==> src/rtl/disp_timing_pkg.sv <==
package disp_timing_pkg;
  typedef struct packed {
    logic in_sync;
    logic in_act;
    logic at_last;
    logic at_act_end;
  } axis_flags_t;
endpackage

==> src/rtl/disp_axis_cnt.sv <==
module disp_axis_cnt
  import disp_timing_pkg::*;
#(
  parameter int unsigned W = 12
) (
  input  logic         clk_i,
  input  logic         rst_ni,
  input  logic         en_i,
  input  logic         step_i,
  input  logic [W-1:0] sync_end_i,
  input  logic [W-1:0] bp_end_i,
  input  logic [W-1:0] act_end_i,
  input  logic [W-1:0] total_i,
  output logic [W-1:0] pos_o,
  output axis_flags_t  flags_o
);
  logic [W-1:0] cnt_q;

  always_ff @(posedge clk_i or negedge rst_ni) begin
    if (!rst_ni)     cnt_q <= '0;
    else if (!en_i)  cnt_q <= '0;
    else if (step_i) cnt_q <= flags_o.at_last ? '0 : cnt_q + 1'b1;
  end

  always_comb begin
    flags_o.in_sync    = cnt_q <= sync_end_i;
    flags_o.in_act     = (cnt_q > bp_end_i) && (cnt_q <= act_end_i);
    flags_o.at_last    = cnt_q >= total_i;
    flags_o.at_act_end = cnt_q == act_end_i;
    pos_o = flags_o.in_act ? cnt_q - bp_end_i - 1'b1 : '0;
  end


  wrap_chk: assert property (@(posedge clk_i) disable iff (!rst_ni)
    en_i && step_i && (cnt_q == total_i) |=> cnt_q == '0);


  hold_chk: assert property (@(posedge clk_i) disable iff (!rst_ni)
    en_i && !step_i |=> cnt_q == $past(cnt_q));
endmodule

==> src/rtl/disp_out_stage.sv <==
module disp_out_stage
  import disp_timing_pkg::*;
#(
  parameter int unsigned W  = 12,
  parameter int unsigned CW = 24
) (
  input  logic          clk_i,
  input  logic          rst_ni,
  input  logic          en_i,
  input  axis_flags_t   h_i,
  input  axis_flags_t   v_i,
  input  logic [W-1:0]  x_i,
  input  logic [W-1:0]  y_i,
  input  logic [CW-1:0] bg_i,
  input  logic          hs_pol_i,
  input  logic          vs_pol_i,
  input  logic          de_pol_i,
  input  logic          rise_i,
  output logic          hsync_o,
  output logic          vsync_o,
  output logic          de_o,
  output logic [W-1:0]  x_o,
  output logic [W-1:0]  y_o,
  output logic [CW-1:0] rgb_o,
  output logic          vblank_o,
  output logic          line_end_o
);
  typedef struct packed {
    logic          hs;
    logic          vs;
    logic          de;
    logic [W-1:0]  x;
    logic [W-1:0]  y;
    logic [CW-1:0] rgb;
    logic          vb;
    logic          le;
  } px_t;

  px_t  nxt, rise_q, fall_q, sel;
  logic de_act;

  always_comb begin
    de_act = h_i.in_act & v_i.in_act;
    nxt.hs  = en_i ? (h_i.in_sync ~^ hs_pol_i) : ~hs_pol_i;
    nxt.vs  = en_i ? (v_i.in_sync ~^ vs_pol_i) : ~vs_pol_i;
    nxt.de  = en_i ? (de_act ~^ de_pol_i) : ~de_pol_i;
    nxt.x   = (en_i && de_act) ? x_i : '0;
    nxt.y   = (en_i && de_act) ? y_i : '0;
    nxt.rgb = (en_i && de_act) ? bg_i : '0;
    nxt.le  = en_i & h_i.at_last;
    nxt.vb  = en_i & h_i.at_last & v_i.at_act_end;
  end

  always_ff @(posedge clk_i or negedge rst_ni) begin
    if (!rst_ni) rise_q <= '0;
    else         rise_q <= nxt;
  end

  // falling-edge launch: retime the rising-edge word by half a cycle
  always_ff @(negedge clk_i or negedge rst_ni) begin
    if (!rst_ni) fall_q <= '0;
    else         fall_q <= rise_q;
  end

  assign sel        = rise_i ? rise_q : fall_q;
  assign hsync_o    = sel.hs;
  assign vsync_o    = sel.vs;
  assign de_o       = sel.de;
  assign x_o        = sel.x;
  assign y_o        = sel.y;
  assign rgb_o      = sel.rgb;
  assign vblank_o   = sel.vb;
  assign line_end_o = sel.le;


  idle_out_chk: assert property (@(posedge clk_i) disable iff (!rst_ni)
    !en_i |=> !rise_q.le && !rise_q.vb && rise_q.x == '0 && rise_q.y == '0 && rise_q.rgb == '0);


  vb_in_le_chk: assert property (@(posedge clk_i) disable iff (!rst_ni)
    rise_q.vb |-> rise_q.le);
endmodule

==> src/rtl/disp_timing_gen.sv <==
module disp_timing_gen
  import disp_timing_pkg::*;
#(
  parameter int unsigned W  = 12,
  parameter int unsigned CW = 24
) (
  input  logic          clk_i,
  input  logic          rst_ni,
  input  logic          en_i,
  input  logic [W-1:0]  h_sync_end_i,
  input  logic [W-1:0]  h_bp_end_i,
  input  logic [W-1:0]  h_act_end_i,
  input  logic [W-1:0]  h_total_i,
  input  logic [W-1:0]  v_sync_end_i,
  input  logic [W-1:0]  v_bp_end_i,
  input  logic [W-1:0]  v_act_end_i,
  input  logic [W-1:0]  v_total_i,
  input  logic          hs_pol_i,
  input  logic          vs_pol_i,
  input  logic          de_pol_i,
  input  logic          pclk_rise_i,
  input  logic [CW-1:0] bg_rgb_i,
  output logic          hsync_o,
  output logic          vsync_o,
  output logic          de_o,
  output logic [W-1:0]  x_o,
  output logic [W-1:0]  y_o,
  output logic [CW-1:0] rgb_o,
  output logic          vblank_o,
  output logic          line_end_o
);
  axis_flags_t  h_flags, v_flags;
  logic [W-1:0] h_pos, v_pos;

  disp_axis_cnt #(.W(W)) u_h (
    .clk_i, .rst_ni, .en_i,
    .step_i     (1'b1),
    .sync_end_i (h_sync_end_i),
    .bp_end_i   (h_bp_end_i),
    .act_end_i  (h_act_end_i),
    .total_i    (h_total_i),
    .pos_o      (h_pos),
    .flags_o    (h_flags)
  );

  // line counter advances once per completed line
  disp_axis_cnt #(.W(W)) u_v (
    .clk_i, .rst_ni, .en_i,
    .step_i     (h_flags.at_last),
    .sync_end_i (v_sync_end_i),
    .bp_end_i   (v_bp_end_i),
    .act_end_i  (v_act_end_i),
    .total_i    (v_total_i),
    .pos_o      (v_pos),
    .flags_o    (v_flags)
  );

  disp_out_stage #(.W(W), .CW(CW)) u_out (
    .clk_i, .rst_ni, .en_i,
    .h_i        (h_flags),
    .v_i        (v_flags),
    .x_i        (h_pos),
    .y_i        (v_pos),
    .bg_i       (bg_rgb_i),
    .hs_pol_i, .vs_pol_i, .de_pol_i,
    .rise_i     (pclk_rise_i),
    .hsync_o, .vsync_o, .de_o, .x_o, .y_o, .rgb_o, .vblank_o, .line_end_o
  );


  line_pulse_chk: assert property (@(posedge clk_i) disable iff (!rst_ni)
    en_i && (h_total_i != '0) && h_flags.at_last |=> !h_flags.at_last);


  de_in_window_chk: assert property (@(posedge clk_i) disable iff (!rst_ni)
    en_i && h_flags.in_act |-> h_pos <= h_act_end_i - h_bp_end_i - 1'b1);
endmodule

==> config.mk <==
export PLATFORM = sky130hd
export DESIGN_NAME = disp_timing_gen
export DESIGN_NICKNAME = d
export VERILOG_FILES = /design/src/rtl/disp_timing_pkg.sv /design/src/rtl/disp_axis_cnt.sv /design/src/rtl/disp_out_stage.sv /design/src/rtl/disp_timing_gen.sv
export SDC_FILE = /design/constraint.sdc
export NUM_CORES = 1
export LEC_CHECK = 0
export BUFFER_PORTS_ARGS = -buffer_cell sky130_fd_sc_hd__buf_4
export CAP_MARGIN = 20
export CORE_MARGIN = 2
export CORE_UTILIZATION = 35
export CTS_CLUSTER_DIAMETER = 200
export DETAILED_ROUTE_END_ITERATION = 6
export GPL_TIMING_DRIVEN = 0
export PLACE_DENSITY = 0.66
export SETUP_SLACK_MARGIN = 0.3
export SYNTH_ARGS = -nofsm -noshare
export SYNTH_HDL_FRONTEND = slang
export SYNTH_HIERARCHICAL = 1
export SYNTH_SLANG_ARGS = --single-unit
==> constraint.sdc <==
create_clock -name clk_i -period 2.9 [get_ports clk_i]
set_clock_uncertainty 0.2 [all_clocks]
set_input_delay 0.29 -clock clk_i [delete_from_list [all_inputs] [get_ports clk_i]]
set_output_delay 0.29 -clock clk_i [all_outputs]
set_load 0.02 [all_outputs]
# Yosys cells after proc, flatten, opt, wreduce, memory -nomap -nowiden
# Index checks and enable logic that the tools add are counted.
word_totals:
  register_bits: 130
  output_inout_bits: 53
  elab_cells: 60
  inputBits: 127
op_classes:
  addsub: 6
  n_reduce_logical: 3
  n_eq_ne: 2
  bitwise: 9
  magnitude_cmp: 8
  muxes: 14
op_table:
  columns: ["cell", "n"]
  rows:
  - ["12-bit 2-to-1 mux", 9]
  - ["53-bit 2-to-1 mux", 1]
  - ["12-bit <= comparator", 4]
  - ["12-bit by 1-bit adder with 12-bit output (second input constant)", 2]
  - ["12-bit greater-or-equal comparator", 2]
  - ["12-bit > comparator", 2]
  - ["24-bit 2-to-1 mux", 1]
  - ["12-bit by 1-bit subtractor with 12-bit output (second input constant)", 2]
  - ["12-bit subtractor", 2]
  - ["12-bit == test", 1]
  - ["1-bit AND", 3]
  - ["1-bit logical AND", 3]
  - ["1-bit 2-to-1 mux", 3]
  - ["1-bit inverter", 3]
  - ["1-bit bitwise XNOR", 3]
  - ["2-bit by 1-bit inequality test with 1-bit output (second input constant)", 1]

# Depth between registers and ports, before layout
# Gate-level depths: netlist of the first run.
logic_depth:
  ltp_word: 5
  depth_mapped: 14
  mapped_depth_nobuf: 13

# Hierarchy
# The synthesis of the first run kept the hierarchy.
by_module_without_submodules:
  columns: ["module", "area_each_um2", "cells_each", "n_inst", "seq_area_each_um2"]
  rows:
  - ["disp_out_stage", 3708.6, 226, 1, 2652.5]
  - ["disp_axis_cnt (u_h)", 2263.4, 305, 1, 300.3]
  - ["disp_axis_cnt (u_v)", 2224.6, 288, 1, 300.3]
  - ["disp_timing_gen", 3.8, 1, 1, 0.0]

==> results of run 1 <==
## layout by cell type, fill, tap and decap left out, types with 15 or more instances in the layout
cell type        n
a21o_1          20
a21oi_1         48
and2_1          50
buf_4          132
buf_6           64
clkbuf_16       18
dfrtn_1         53
dfrtp_1         68
dlygate4sd3_1   29
ha_1            96
inv_1          104
mux2_2          32
mux2_4          21
nand2_1         39
nand4_1         26
nor2_1          40
o21ai_0         15
xor2_1          20
## layout make-up
type / instances / area share
clock inverters: 11 / 0.0132
plain buffers: 19 / 0.0149
repair buffers: 215 / 0.169
multi-input cells: 570 / 0.405
clock buffers: 20 / 0.0411
inverters: 108 / 0.0359
well taps: 313 / 0.0344
flip-flops and latches: 130 / 0.287
## power breakdown
group / internal (mW) / switching (mW) / total [mW]
clock: 1.43 / 0.795 / 2.22
sequential: 1.83 / 0.00869 / 1.84
combinational: 0.267 / 0.239 / 0.505
## worst max-delay path, cell delays in order (launching register included)
cell,delay [ns]
dfrtn_1,0.35
mux2_4,0.28
buf_6,0.13
## worst max path at each step
stage,start,endpoint,slack [ns]
2_1_floorplan,u_h/cnt_q[8]$_DFFE_PN0P_,u_out/rise_q[10]$_DFF_PN0_,0.29
3_3_place_gp,rst_ni,u_out/fall_q[47]$_DFF_NN0_,-0.45
3_5_place_dp,u_h/cnt_q[0]$_DFFE_PN0P_,u_v/cnt_q[7]$_DFFE_PN0P_,-0.31
4_1_cts,u_out/fall_q[0]$_DFF_NN0_,line_end_o,-0.21
5_1_grt,u_out/fall_q[0]$_DFF_NN0_,line_end_o,-0.23
6_report,u_out/fall_q[24]$_DFF_NN0_,rgb_o[22],-0.20
## routing by layer
metal | wire [um] | share of wire | vias to the layer above | global-route usage
met1 | 9240 | 0.46 | 3072 | 0.216
met4 | 139 | 0.0069 | 0 | 0.0364
met3 | 1130 | 0.056 | 11 | 0.0402
met2 | 9630 | 0.48 | 176 | 0.279
met5 | 0 | 0 | - | 0
li1 | - | - | 3299 | -
## sequential cells by signal, summed over array words and instances (netlist names)
signal	count
u_out/fall_q	53
u_out/rise_q	53
u_h/cnt_q	12
u_v/cnt_q	12
## timing repair
item / in CTS / in global routing
cloned: 1 / 0
endpoints found under the setup margin: 118 / 114
resized for setup: 79 / 26
buffers inserted: 6 / 0
hold buffers: 30 / 0
endpoints found under the hold margin: 68 / 0
pin swaps: 3 / 4
==> reports/qor.json, run 1 <==
{
  "floorplan": {
    "die_area_mm2": 0.0247,
    "die_width_um": 157,
    "placeableCoreArea_mm2": 0.0228,
    "core.rowCount": 55,
    "initial_cell_density_of_the_core": 0.359,
    "die_height_um": 157,
    "design.portCount": 180
  },
  "min_path": {
    "min_delay_endpoint": "u_out/rise_q[39]$_DFF_PN0_",
    "min-delay-start": "h_bp_end_i[1]",
    "holdPathStages": 4,
    "holdCritPathClass": "in -> reg"
  },
  "finish": {
    "sequential_cell_area_mm2": 0.00326,
    "postLayoutCoreUtil": 0.498,
    "syn2layout_area_growth_pct": 38.8,
    "nets": 1290,
    "final.fill_count": 2108,
    "multi_input_area_mm2": 0.00460,
    "antenna-diode-count": 0,
    "post_layout_nonfiller_instances": 1386,
    "post-route-cell-area_mm2": 0.0114,
    "drive_above_1_share": 0.318
  },
  "placed_design": {
    "globalplace.congestion": 0.875,
    "pre_cts_ws_ns": -0.312,
    "place_inst": 1318,
    "buffer_ports.inserted": 178,
    "detailed_place_hpwl_um": 15200,
    "detailed_place.area_mm2": 0.0100
  },
  "drt": {
    "drt-vias-per-instance": 4.73,
    "postRouteAntennaNets": 0,
    "avgRoutedWirePerCell_um": 14.5,
    "firstDrtPassIters": 5,
    "remaining_drc_errors": 0,
    "detailroute.via_count": 6558,
    "first_iter_violations": 224,
    "finalWirelength_um": 20100
  },
  "sta": {
    "setup_violations": 53,
    "finalSetupTns_ns": -8.18,
    "fin_ws_ns": -0.196,
    "fin_worst_hold_slack_ns": 0.162,
    "timing.final.hold_violations": 0,
    "drv_slew": 0,
    "rsz_0062_raised_after_global_routing": "true"
  },
  "worst_setup_path": {
    "ff2ff_path_depth": 11,
    "timing.rr.start": "u_v/cnt_q[9]$_DFFE_PN0P_",
    "cp-end-kind": "output pin",
    "worst_path_maximum_fanout": 1,
    "worstSetupStartpointType": "register",
    "ff2ff_setup_slack_ns": 0.02,
    "worst_ep_arrival_time_ns": 2.61,
    "worst-endpoint-required_ns": 2.41,
    "timing_worst_setup_path_type": "reg -> out",
    "crit-reg2reg-capture": "u_out/rise_q[12]$_DFF_PN0_"
  },
  "clock_network": {
    "clock_buffers_created_by_tritoncts": 17,
    "clkSlewWorstSetupHoldPaths_ns": 0.05,
    "clockRootBuffer": "clkbuf_16",
    "clk_path_buf_depth": 2,
    "tritoncts": "done",
    "htreeDepth": 4,
    "tritoncts_num_sinks": 130,
    "clkLatencyLatePin_ns": 0.42
  },
  "synth": {
    "synth-warning-count": 6,
    "postSynthCellCount": 819,
    "post_synth_instance_area_mm2": 0.00820,
    "syn_area_per_cell_um2": 10.0
  },
  "status": {
    "outcome": "finished with violations",
    "violated_checks": "negative setup slack"
  },
  "flow_run": {
    "maxCapViolations": 0
  },
  "power": {
    "power.density_mw_per_mm2": 401,
    "total_power_mw": 4.56,
    "power.leakage_nw": 6.07,
    "irDropWorstVdd_mv": 0.388
  },
  "global_route": {
    "grt_first_pass_wirelength_um": 32200,
    "track_usage": 0.165,
    "maximum_number_of_pins_on_one_net_before_global_route_repair": 80,
    "globalRoute.totalOverflow": 0,
    "grt_pass1_vias": 6524,
    "number_of_antenna_violations_at_the_first_check_in_global_routing": 0
  }
}
Note: power is estimated with default switching activity, not from simulation.
==> run 2, diff against run 1 <==
- ABC_AREA: not set -> 1
- PLACE_DENSITY: 0.66 -> 0.65
- clock period: 2.9 -> 3.9 ns (I/O delays scaled with it)
==> reports/qor.json, run 2 <==
{
  "global_route": {
    "grt_first_pass_wirelength": {"value": 35300, "unit": "um", "change": "+9.8%"},
    "globalRoute.totalOverflow": {"value": 0, "change": "unchanged"},
    "number_of_antenna_violations_at_the_first_check_in_global_routing": {"value": 0, "change": "unchanged"},
    "maximum_number_of_pins_on_one_net_before_global_route_repair": {"value": 77, "change": "-3.8%"},
    "track_usage": {"value": 0.167, "change": "+0.00141"},
    "grt_pass1_vias": {"value": 7563, "change": "+16%"}
  },
  "drt": {
    "drt-vias-per-instance": {"value": 4.44, "change": "-6.1%"},
    "avgRoutedWirePerCell": {"value": 12.3, "unit": "um", "change": "-15%"},
    "firstDrtPassIters": {"value": 5, "change": "unchanged"},
    "remaining_drc_errors": {"value": 0, "change": "unchanged"},
    "postRouteAntennaNets": {"value": 0, "change": "unchanged"},
    "detailroute.via_count": {"value": 7640, "change": "+16%"},
    "first_iter_violations": {"value": 375, "change": "+67%"},
    "finalWirelength": {"value": 21200, "unit": "um", "change": "+5.2%"}
  },
  "flow_run": {
    "maxCapViolations": {"value": 0, "change": "unchanged"}
  },
  "finish": {
    "drive_above_1_share": {"value": 0.220, "change": "-0.0977"},
    "nets": {"value": 1611, "change": "+25%"},
    "post_layout_nonfiller_instances": {"value": 1719, "change": "+24%"},
    "antenna-diode-count": {"value": 0, "change": "unchanged"},
    "reg.largest.list": "u_out/fall_q x53, u_out/rise_q x53",
    "syn2layout_area_growth_pct": 31.4,
    "final.fill_count": {"value": 2438, "change": "+16%"},
    "commonest_non_fill_non_tap_cell_in_the_layout": "inv_1",
    "final_cell_mix": "267 x inv_1, 229 x nand2_1, 157 x buf_4, 105 x nor2_1, 100 x ha_1"
  },
  "worst_setup_path": {
    "worst_ep_arrival_time": {"value": 3.06, "unit": "ns", "change": "+0.45 ns"},
    "worst-endpoint-required": {"value": 3.31, "unit": "ns", "change": "+0.90 ns"},
    "ff2ff_setup_slack": {"value": 1.07, "unit": "ns", "change": "+1.05 ns"},
    "timing_worst_setup_path_type": "reg -> out",
    "cp-end-kind": "output pin",
    "worst_path_maximum_fanout": {"value": 1, "change": "unchanged"},
    "worstSetupStartpointType": "register"
  },
  "clock_network": {
    "htreeDepth": {"value": 4, "change": "unchanged"},
    "tritoncts_num_sinks": {"value": 130, "change": "unchanged"},
    "clk_path_buf_depth": {"value": 2, "change": "unchanged"},
    "clock_buffers_created_by_tritoncts": {"value": 17, "change": "unchanged"},
    "tritoncts": "done",
    "clkLatencyLatePin": {"value": 0.41, "unit": "ns", "change": "about the same"},
    "clkSlewWorstSetupHoldPaths": {"value": 0.06, "unit": "ns", "change": "about the same"},
    "clockRootBuffer": "clkbuf_16"
  },
  "floorplan": {
    "design.portCount": {"value": 180, "change": "unchanged"},
    "initial_cell_density_of_the_core": {"value": 0.357, "change": "-0.00147"},
    "die_height": {"value": 162, "unit": "um", "change": "+3.0%"},
    "die_area": {"value": 0.0262, "unit": "mm^2", "change": "+6.2%"},
    "core.rowCount": {"value": 57, "change": "+3.6%"},
    "placeableCoreArea": {"value": 0.0244, "unit": "mm^2", "change": "+6.8%"},
    "die_width": {"value": 162, "unit": "um", "change": "+3.0%"}
  },
  "synth": {
    "postSynthCellCount": {"value": 1161, "change": "+42%"},
    "post_synth_instance_area": {"value": 0.00871, "unit": "mm^2", "change": "+6.3%"},
    "synth-warning-count": {"value": 6, "change": "unchanged"},
    "syn_area_per_cell": {"value": 7.51, "unit": "um^2", "change": "-25%"}
  },
  "sta": {
    "timing.final.hold_violations": {"value": 0, "change": "unchanged"},
    "timing.max_slew.rel_slack": 0.549,
    "worst-slew-pin-transition_ns": 0.677,
    "rsz_0062_raised_after_global_routing": "true",
    "drv_slew": {"value": 0, "change": "unchanged"},
    "setup_violations": {"value": 0, "change": "-100%"}
  },
  "power": {
    "power.leakage": {"value": 6.25, "unit": "nW", "change": "+3.0%"},
    "irDropWorstVdd": {"value": 0.249, "unit": "mV", "change": "-36%"},
    "power.density": {"value": 291, "unit": "mW/mm^2", "change": "-28%"},
    "total_power": {"value": 3.33, "unit": "mW", "change": "-27%"}
  },
  "placed_design": {
    "detailed_place_hpwl": {"value": 17000, "unit": "um", "change": "+12%"},
    "place_inst": {"value": 1667, "change": "+26%"},
    "buffer_ports.inserted": {"value": 178, "change": "unchanged"},
    "globalplace.congestion": {"value": 0.873, "change": "-0.25%"}
  },
  "min_path": {
    "holdCritPathClass": "in -> reg"
  },
  "status": {
    "outcome": "finished, final reports clean"
  }
}
## run 2: final cells by class
cell class	count	area, um^2	area share
Tap cell	324	405	0.0354
Buffer	21	115	0.0100
Clock buffer	21	472	0.0412
Sequential cell	130	3250	0.284
Clock inverter	11	126	0.0110
Timing Repair Buffer	199	1650	0.144
Multi-Input combinational cell	734	4390	0.383
Inverter	279	1050	0.0914
## run 2: final timing paths
path	startpoint	endpoint	cells past startpoint
setup / recovery	u_out/fall_q[37]$_DFF_NN0_	y_o[11]	3
max in group asynchronous	rst_ni	u_out/fall_q[51]$_DFF_NN0_	3
hold reg to reg	u_v/cnt_q[0]$_DFFE_PN0P_	u_v/cnt_q[0]$_DFFE_PN0P_	2
min in group asynchronous	rst_ni	u_out/rise_q[20]$_DFF_PN0_	2
hold / removal	vs_pol_i	u_out/rise_q[51]$_DFF_PN0_	4
setup reg to reg	u_h/cnt_q[3]$_DFFE_PN0P_	u_out/rise_q[26]$_DFF_PN0_	11
## run 2: metal layers
metal / global-route usage / share of wire / up-vias
met2: 0.284 / 0.46 / 181
met3: 0.0296 / 0.053 / 18
met5: 0 / 0 / -
li1: - / - / 4016
met1: 0.219 / 0.47 / 3425
met4: 0.0447 / 0.011 / 0
## run 2: worst max-delay path, cell delays in order, from the launching register on
cell     delay [ns]
dfrtn_1        0.39
inv_1          0.05
o21ai_2        0.14
buf_6          0.15
## run 2: timing repair
item                                    CTS  global route
setup buffers                             0             0
endpoints found under the hold margin    43             0
hold buffers                             20             0
endpoints found under the setup margin   53            53
resized for setup                        68            30
## run 2: power by group
group	total, mW	leakage, nW	internal, mW	switching [mW]
logic	0.378	4.16	0.174	0.205
registers	1.37	1.80	1.36	0.00645
clock network	1.59	0.289	0.999	0.589
## run 2: through the flow
stage          hold slack [ns]  setup WS, ns  TNS, ns  utilization  cell area [um^2]
2_1_floorplan           -0.106         0.490        0            -              8730
3_3_place_gp             0.376       -0.0648    -2.60        0.429             10500
3_5_place_dp             0.180         0.537        0        0.430             10500
4_1_cts               0.000594         0.228        0        0.466             11400
5_1_grt                 0.0176         0.200        0        0.470             11500
6_report                0.0222         0.247        0        0.470             11500
